`src/rtl/lic_pkg.sv`:
```
package lic_pkg;
  localparam int unsigned VEC_W        = 8;
  localparam int unsigned NUM_VEC      = 1 << VEC_W;
  localparam int unsigned CLS_W        = 4;
  localparam int unsigned DATA_W       = 16;
  localparam int unsigned SVR_EN_BIT   = 8;
  localparam int unsigned SVR_DEOI_BIT = 12;

  typedef enum logic [1:0] {
    SEL_TPR  = 2'd0,
    SEL_SVR  = 2'd1,
    SEL_EOI  = 2'd2,
    SEL_NONE = 2'd3
  } wr_sel_e;

  typedef enum logic [1:0] {
    ACK_NONE = 2'd0,
    ACK_SPUR = 2'd1,
    ACK_VEC  = 2'd2
  } ack_kind_e;
endpackage

```
`src/rtl/lic_prio_enc.sv`:
```
// Largest set index wins.
module lic_prio_enc #(
  parameter int unsigned W     = 256,
  parameter int unsigned IDX_W = $clog2(W)
) (
  input  logic [W-1:0]     vec_i,
  output logic             valid_o,
  output logic [IDX_W-1:0] idx_o
);
  always_comb begin
    valid_o = 1'b0;
    idx_o   = '0;
    for (int i = 0; i < W; i++) begin
      if (vec_i[i]) begin
        valid_o = 1'b1;
        idx_o   = IDX_W'(i);
      end
    end
  end
endmodule

```
`src/rtl/lic_vec_state.sv`:
```
module lic_vec_state #(
  parameter int unsigned NUM = 256
) (
  input  logic           clk_i,
  input  logic           rst_ni,
  input  logic [NUM-1:0] irr_set_i,
  input  logic [NUM-1:0] irr_clr_i,
  input  logic [NUM-1:0] isr_set_i,
  input  logic [NUM-1:0] isr_clr_i,
  input  logic [NUM-1:0] tmr_we_i,
  input  logic           tmr_lvl_i,
  output logic [NUM-1:0] irr_o,
  output logic [NUM-1:0] isr_o,
  output logic [NUM-1:0] tmr_o
);
  for (genvar g = 0; g < NUM; g++) begin : g_bit
    logic irr_b, isr_b, tmr_b;
    always_ff @(posedge clk_i or negedge rst_ni) begin
      if (!rst_ni) begin
        irr_b <= 1'b0;
        isr_b <= 1'b0;
        tmr_b <= 1'b0;
      end else begin
        // acknowledge beats a same-cycle inject of the same vector
        if (irr_clr_i[g])      irr_b <= 1'b0;
        else if (irr_set_i[g]) irr_b <= 1'b1;
        if (isr_set_i[g])      isr_b <= 1'b1;
        else if (isr_clr_i[g]) isr_b <= 1'b0;
        if (tmr_we_i[g])       tmr_b <= tmr_lvl_i;
      end
    end
    assign irr_o[g] = irr_b;
    assign isr_o[g] = isr_b;
    assign tmr_o[g] = tmr_b;
  end
endmodule

```
`src/rtl/lic_prio_calc.sv`:
```
module lic_prio_calc #(
  parameter int unsigned VEC_W = 8,
  parameter int unsigned CLS_W = 4
) (
  input  logic             irr_valid_i,
  input  logic [VEC_W-1:0] irr_top_i,
  input  logic             isr_valid_i,
  input  logic [VEC_W-1:0] isr_top_i,
  input  logic [VEC_W-1:0] tpr_i,
  output logic [VEC_W-1:0] ppr_o,
  output logic             deliver_o,
  output logic             blocked_o
);
  localparam int unsigned LOW_W = VEC_W - CLS_W;

  logic [CLS_W-1:0] tpr_cls, isr_cls, irr_cls, ppr_cls;

  assign tpr_cls = tpr_i[VEC_W-1 -: CLS_W];
  assign isr_cls = isr_top_i[VEC_W-1 -: CLS_W];
  assign irr_cls = irr_top_i[VEC_W-1 -: CLS_W];

  assign ppr_o   = (!isr_valid_i || tpr_cls >= isr_cls) ? tpr_i
                                                        : {isr_cls, {LOW_W{1'b0}}};
  assign ppr_cls = ppr_o[VEC_W-1 -: CLS_W];

  assign deliver_o = irr_valid_i && ((ppr_o == '0) || (irr_cls > ppr_cls));
  assign blocked_o = irr_valid_i && !deliver_o;
endmodule

```
`src/rtl/lic_core.sv`:
```
module lic_core #(
  parameter int unsigned VEC_W        = lic_pkg::VEC_W,
  parameter int unsigned CLS_W        = lic_pkg::CLS_W,
  parameter int unsigned DATA_W       = lic_pkg::DATA_W,
  parameter int unsigned SVR_EN_BIT   = lic_pkg::SVR_EN_BIT,
  parameter int unsigned SVR_DEOI_BIT = lic_pkg::SVR_DEOI_BIT
) (
  input  logic              clk_i,
  input  logic              rst_ni,
  input  logic              wr_en_i,
  input  logic [1:0]        wr_sel_i,
  input  logic [DATA_W-1:0] wr_data_i,
  input  logic              inj_valid_i,
  input  logic [VEC_W-1:0]  inj_vec_i,
  input  logic              inj_level_i,
  input  logic              ack_i,
  output logic              ack_rsp_o,
  output logic [1:0]        ack_kind_o,
  output logic [VEC_W-1:0]  ack_vec_o,
  output logic              irq_o,
  output logic              eoi_bc_o,
  output logic [VEC_W-1:0]  eoi_bc_vec_o
);
  import lic_pkg::*;

  localparam int unsigned NUM_VEC = 1 << VEC_W;
  localparam logic [NUM_VEC-1:0] ONE = NUM_VEC'(1);

  logic [VEC_W-1:0] tpr_q, spur_q;
  logic             en_q, deoi_q;

  logic [NUM_VEC-1:0] irr_q, isr_q, tmr_q;
  logic [NUM_VEC-1:0] irr_set, irr_clr, isr_set, isr_clr;
  logic               irr_valid, isr_valid;
  logic [VEC_W-1:0]   irr_top, isr_top;
  logic [VEC_W-1:0]   ppr;
  logic               deliver, blocked;

  logic tpr_we, svr_we, eoi_we, ack_take, eoi_do;

  assign tpr_we = wr_en_i && (wr_sel_i == SEL_TPR);
  assign svr_we = wr_en_i && (wr_sel_i == SEL_SVR);
  assign eoi_we = wr_en_i && (wr_sel_i == SEL_EOI);

  assign ack_take = ack_i && en_q && deliver;
  assign eoi_do   = eoi_we && isr_valid;

  assign irr_set = inj_valid_i ? (ONE << inj_vec_i) : '0;
  assign irr_clr = ack_take    ? (ONE << irr_top)   : '0;
  assign isr_set = irr_clr;
  assign isr_clr = eoi_do      ? (ONE << isr_top)   : '0;

  lic_vec_state #(.NUM(NUM_VEC)) u_state (
    .clk_i     (clk_i),
    .rst_ni    (rst_ni),
    .irr_set_i (irr_set),
    .irr_clr_i (irr_clr),
    .isr_set_i (isr_set),
    .isr_clr_i (isr_clr),
    .tmr_we_i  (irr_set),
    .tmr_lvl_i (inj_level_i),
    .irr_o     (irr_q),
    .isr_o     (isr_q),
    .tmr_o     (tmr_q)
  );

  lic_prio_enc #(.W(NUM_VEC), .IDX_W(VEC_W)) u_irr_enc (
    .vec_i   (irr_q),
    .valid_o (irr_valid),
    .idx_o   (irr_top)
  );

  lic_prio_enc #(.W(NUM_VEC), .IDX_W(VEC_W)) u_isr_enc (
    .vec_i   (isr_q),
    .valid_o (isr_valid),
    .idx_o   (isr_top)
  );

  lic_prio_calc #(.VEC_W(VEC_W), .CLS_W(CLS_W)) u_calc (
    .irr_valid_i (irr_valid),
    .irr_top_i   (irr_top),
    .isr_valid_i (isr_valid),
    .isr_top_i   (isr_top),
    .tpr_i       (tpr_q),
    .ppr_o       (ppr),
    .deliver_o   (deliver),
    .blocked_o   (blocked)
  );

  always_ff @(posedge clk_i or negedge rst_ni) begin
    if (!rst_ni) begin
      tpr_q  <= '0;
      spur_q <= '1;
      en_q   <= 1'b0;
      deoi_q <= 1'b0;
    end else begin
      if (tpr_we) tpr_q <= wr_data_i[VEC_W-1:0];
      if (svr_we) begin
        spur_q <= wr_data_i[VEC_W-1:0];
        en_q   <= wr_data_i[SVR_EN_BIT];
        deoi_q <= wr_data_i[SVR_DEOI_BIT];
      end
    end
  end

  ack_kind_e kind_d;
  logic [VEC_W-1:0] vec_d;

  always_comb begin
    kind_d = ACK_NONE;
    vec_d  = '0;
    if (en_q) begin
      if (deliver) begin
        kind_d = ACK_VEC;
        vec_d  = irr_top;
      end else if (blocked) begin
        kind_d = ACK_SPUR;
        vec_d  = spur_q;
      end
    end
  end

  always_ff @(posedge clk_i or negedge rst_ni) begin
    if (!rst_ni) begin
      ack_rsp_o    <= 1'b0;
      ack_kind_o   <= ACK_NONE;
      ack_vec_o    <= '0;
      irq_o        <= 1'b0;
      eoi_bc_o     <= 1'b0;
      eoi_bc_vec_o <= '0;
    end else begin
      ack_rsp_o    <= ack_i;
      ack_kind_o   <= ack_i ? kind_d : ACK_NONE;
      ack_vec_o    <= ack_i ? vec_d : '0;
      irq_o        <= en_q && deliver;
      eoi_bc_o     <= eoi_do && !deoi_q && tmr_q[isr_top];
      eoi_bc_vec_o <= eoi_do ? isr_top : '0;
    end
  end
endmodule

```
`config.mk`:
```
export PLATFORM = sky130hd
export DESIGN_NAME = lic_core
export DESIGN_NICKNAME = d
export VERILOG_FILES = /design/src/rtl/lic_pkg.sv /design/src/rtl/lic_prio_enc.sv /design/src/rtl/lic_vec_state.sv /design/src/rtl/lic_prio_calc.sv /design/src/rtl/lic_core.sv
export SDC_FILE = /design/constraint.sdc
export NUM_CORES = 2
export LEC_CHECK = 0
export ABC_AREA = 1
export ABC_CLOCK_PERIOD_IN_PS = 20300
export BUFFER_PORTS_ARGS = -buffer_cell sky130_fd_sc_hd__buf_2
export CAP_MARGIN = 20
export CORE_MARGIN = 2
export CORE_UTILIZATION = 25
export DETAILED_ROUTE_END_ITERATION = 8
export HOLD_SLACK_MARGIN = 0.05
export PLACE_DENSITY = 0.4
export SLEW_MARGIN = 20
export SYNTH_ARGS = -nofsm -noshare
export SYNTH_HDL_FRONTEND = slang
export SYNTH_SLANG_ARGS = --single-unit
export TNS_END_PERCENT = 30
```
`constraint.sdc`:
```
create_clock -name clk_i -period 20.3 [get_ports clk_i]
set_input_delay 1.015 -clock clk_i [delete_from_list [all_inputs] [get_ports clk_i]]
set_output_delay 1.015 -clock clk_i [all_outputs]
set_load 0.02 [all_outputs]
```
==> impl_metrics.csv <==
group,metric,value,unit
outcome,status,"completed",
clock_tree,clk-insertion-delay-late,760,ps
sta,hold_viol,0,
yosys,async_flop_share,1.00,
yosys,syn_nets,6410,
global_route,grt_use_total,0.272,
run,cap_violations,0,
clock_tree,postCtsHoldBufs,0,
floorplan,core.rowCount,153,
global_route,grt_pass1_wl,342000,um
yosys,synth-compound-area-share,0.129,
setup_path,path_max_fanout,2,
floorplan,fp.dieH,423,um
setup_path,end_kind,"flip-flop",
setup_path,cpMostUsedCell,"nand2_1",
sta,fin_skew,44.0,ps
global_route,grt_max_degree,145,
yosys,yosysTopAreaCell,"dfrtp_1",
place,portBuffers,46,
global_route,grt_overflow_total,0,
layout,final_nets,6656,
place,post-dp-hpwl,183000,um
route,wl_met2,106000,um
setup_path,path_depth,263,
route,top_layer,"met5",
sta,tightest_slew,1260,ps
yosys,avgSynthCellArea,6.90,sq um
sta,layout_min_cycle_time,18640,ps
floorplan,initial_core_util,0.252,
sta,rsz0062_at_grt,"yes",
route,wl_per_cell,27.5,um
layout,fillCellCount,19210,
layout,area.growth.synth_to_final,25.7,%
yosys,synth_top_area_share,0.455,
setup_path,startpoint_type,"flip-flop",
setup_path,critical_path_class,"flip-flop to flip-flop",
route,first_pass_iters,6,
global_route,antenna_found_initial,21,
route,wl_met3,19400,um
yosys,syn_inst,6370,
route,drc_errors,0,
yosys,synth-seq-cells,807,
yosys,yosys.area_share.adder,0.00228,
setup_path,crit_required,20910,ps
yosys,synth-seq-area-share,0.460,
layout,fin_cells,9039,
setup_path,crit_slowest_cell,"dfrtp_1",
clock_tree,cts_buffers,104,
setup_path,slowest_delay,350,ps
clock_tree,cts.clk_slew.worst_paths,60,ps
setup_path,crit_buf_inv,6,
power,pwr_density_cell,110,nW/um^2
yosys,ys_top_cells_by_count,"1647 x nand2_1, 1097 x nor2_1, 958 x inv_1, 799 x dfrtp_1, 610 x o21ai_0",
yosys,synthFlopType,"dfrtp_1",
yosys,synth-warning-count,0,
floorplan,ioPinCount,53,
floorplan,core,174000,sq um
floorplan,die-area,179000,sq um
global_route,grt_pass1_vias,42928,
clock_tree,clockRootBuffer,"clkbuf_16",
yosys,synth_edf_count,0,
route,drt-met1-wl,108000,um
setup_path,cp_top_family,"simple AND/OR/NAND/NOR gates",
setup_path,crit_arrival,19240,ps
yosys,synthXorXnorAreaFrac,0,
route,viasPerCell,4.95,
sta,slew_headroom,0.151,
power,irDropWorstVdd,0.0840,mV
floorplan,die_w,423,um
route,drt_iter0_markers,4194,
clock_tree,clkSinkCount,807,
setup_path,r2r_cells,263,
yosys,synth-simple-area-share,0.303,
layout,drive_above_1_share,0.159,
route,via_count,44717,
yosys,yosysUniqueCellTypes,50,
clock_tree,clock_path_buffers,3,
route,ant_nets,0,
yosys,muxShareOfSynthArea,0.000256,
yosys,yosys-top-cells-area,"dfrtp_1 46%, nand2_1 14%, nor2_1 9.4%, inv_1 8.2%, o21ai_0 6.9%",
place,place_inst,8807,
place,finalWeightedCongestion,1.01,
sta,drv_slew,0,
yosys,netlist_area,43900,sq um
clock_tree,cts_tree,"yes",
power,p_leak,27.2,nW
clock_tree,htree_levels,3,
yosys,synthMostInstantiatedCell,"nand2_1",
sta,setup_violations,0,
power,totalPowerFinal,0.00605,W
yosys,synth_top_family_by_area,"simple AND/OR/NAND/NOR gates",
sta,max_freq,0.0537,GHz
setup_path,reg2reg_setup_slack,1660,ps
route,drt_wl_total,248000,um
worst_hold_path,hp-class,"input pin to async pin",
sta,period_share,0.918,
## per-layer routing
metal,vias up,track usage
li1,20482,-
met4,8,0.143
met2,1775,0.405
met3,409,0.0528
met1,22043,0.371
met5,-,0
## layout by cell type, fill, tap and decap left out, drive strengths merged, types with 2 or more instances in the layout
cell type  count
a22oi         50
inv          969
a31o           2
dfrtp        799
bufinv         8
a21boi         9
o311ai         2
o22a           4
nand3        347
dfstp          8
nor3          57
a2bb2oi        4
clkbuf       163
or2           13
nand4         50
nand2       1652
nor4          25
o21bai        13
diode          8
nand3b        33
o21a          35
buf          392
ha             8
a31oi         11
o211ai        15
o31ai          5
clkinv        25
o221ai         3
nor3b          3
a21oi        157
nor2        1098
clkinvlp       3
o21ai        737
## worst register-to-register path: cells and delay by family (launching register included)
family                 cells  cell delay, ps
AND/OR/NAND/NOR          251           16590
AO/OA/AOI/OAI              6             850
buffers and inverters      6             670
flip-flops                 1             350
## power by group
| group | internal [W] | leakage [nW] | switching, W |
|---|---|---|---|
| combinational | 0.000637 | 15.1 | 0.00168 |
| clock | 0.00117 | 1.76 | 0.000820 |
| sequential | 0.00170 | 10.4 | 0.0000559 |
| total | 0.00350 | 27.2 | 0.00256 |
## worst paths after layout
| check | start | to |
|---|---|---|
| setup / recovery | u_state.g_bit[1].irr_b$_DFFE_PN0P_ | u_state.g_bit[131].irr_b$_DFFE_PN0P_ |
| hold / removal | rst_ni | u_state.g_bit[134].tmr_b$_DFFE_PN0P_ |
| setup reg to reg | u_state.g_bit[1].irr_b$_DFFE_PN0P_ | u_state.g_bit[131].irr_b$_DFFE_PN0P_ |
| hold reg to reg | u_state.g_bit[176].tmr_b$_DFFE_PN0P_ | u_state.g_bit[176].tmr_b$_DFFE_PN0P_ |
| max in group asynchronous | rst_ni | u_state.g_bit[216].tmr_b$_DFFE_PN0P_ |
| min in group clk_i | ack_i | ack_rsp_o$_DFF_PN0_ |
## stage by stage
| stage | hold slack (ps) | setup slack (ps) | cell area [sq um] | setup TNS [ps] | util |
|---|---|---|---|---|---|
| 4_1_cts | 331 | 123 | 52700 | 0 | 0.303 |
| 5_1_grt | 356 | -326 | 55200 | -39870 | 0.317 |
| 2_1_floorplan | 448 | 8020 | 43900 | 0 | - |
| 3_5_place_dp | 468 | 213 | 49100 | 0 | 0.282 |
| 3_3_place_gp | 460 | -317 | 49100 | -1660 | 0.282 |
| 6_report | 310 | 1660 | 55200 | 0 | 0.317 |
## cell type report
cell class | count | area [sq um] | area share
repair buffers | 393 | 3720 | 0.0674
clock buffers | 162 | 3150 | 0.0571
well taps | 2325 | 2910 | 0.0527
diodes | 8 | 20.0 | 0.000363
multi-input cells | 4339 | 21100 | 0.382
clock inverters | 34 | 434 | 0.00786
flip-flops and latches | 807 | 20200 | 0.366
inverters | 971 | 3670 | 0.0665
## cells by family (layout without fill, tap and decap cells)
logic type,count (synthesis),in the layout
adder cells (fa/ha/maj),8,8
multiplexers,1,1
flip-flops,807,807
AND/OR/NAND/NOR,3280,3280
other,0,8
AO/OA/AOI/OAI,1050,1050
buffers and inverters,1224,1560
## flip-flops by register name, indices dropped and copies added, names as in the netlist, 2 cells and up
| signal | flops |
|---|---|
| u_state.g_bit.irr_b | 256 |
| u_state.g_bit.isr_b | 256 |
| u_state.g_bit.tmr_b | 256 |
| ack_vec_o | 8 |
| eoi_bc_vec_o | 8 |
| spur_q | 8 |
| tpr_q | 8 |
| ack_kind_o | 2 |
## what timing repair did
action                     CTS  global route
resized for setup            0           748
setup endpoints to repair    0           512
setup buffers                0            28
(Power assumes the default switching activity.)
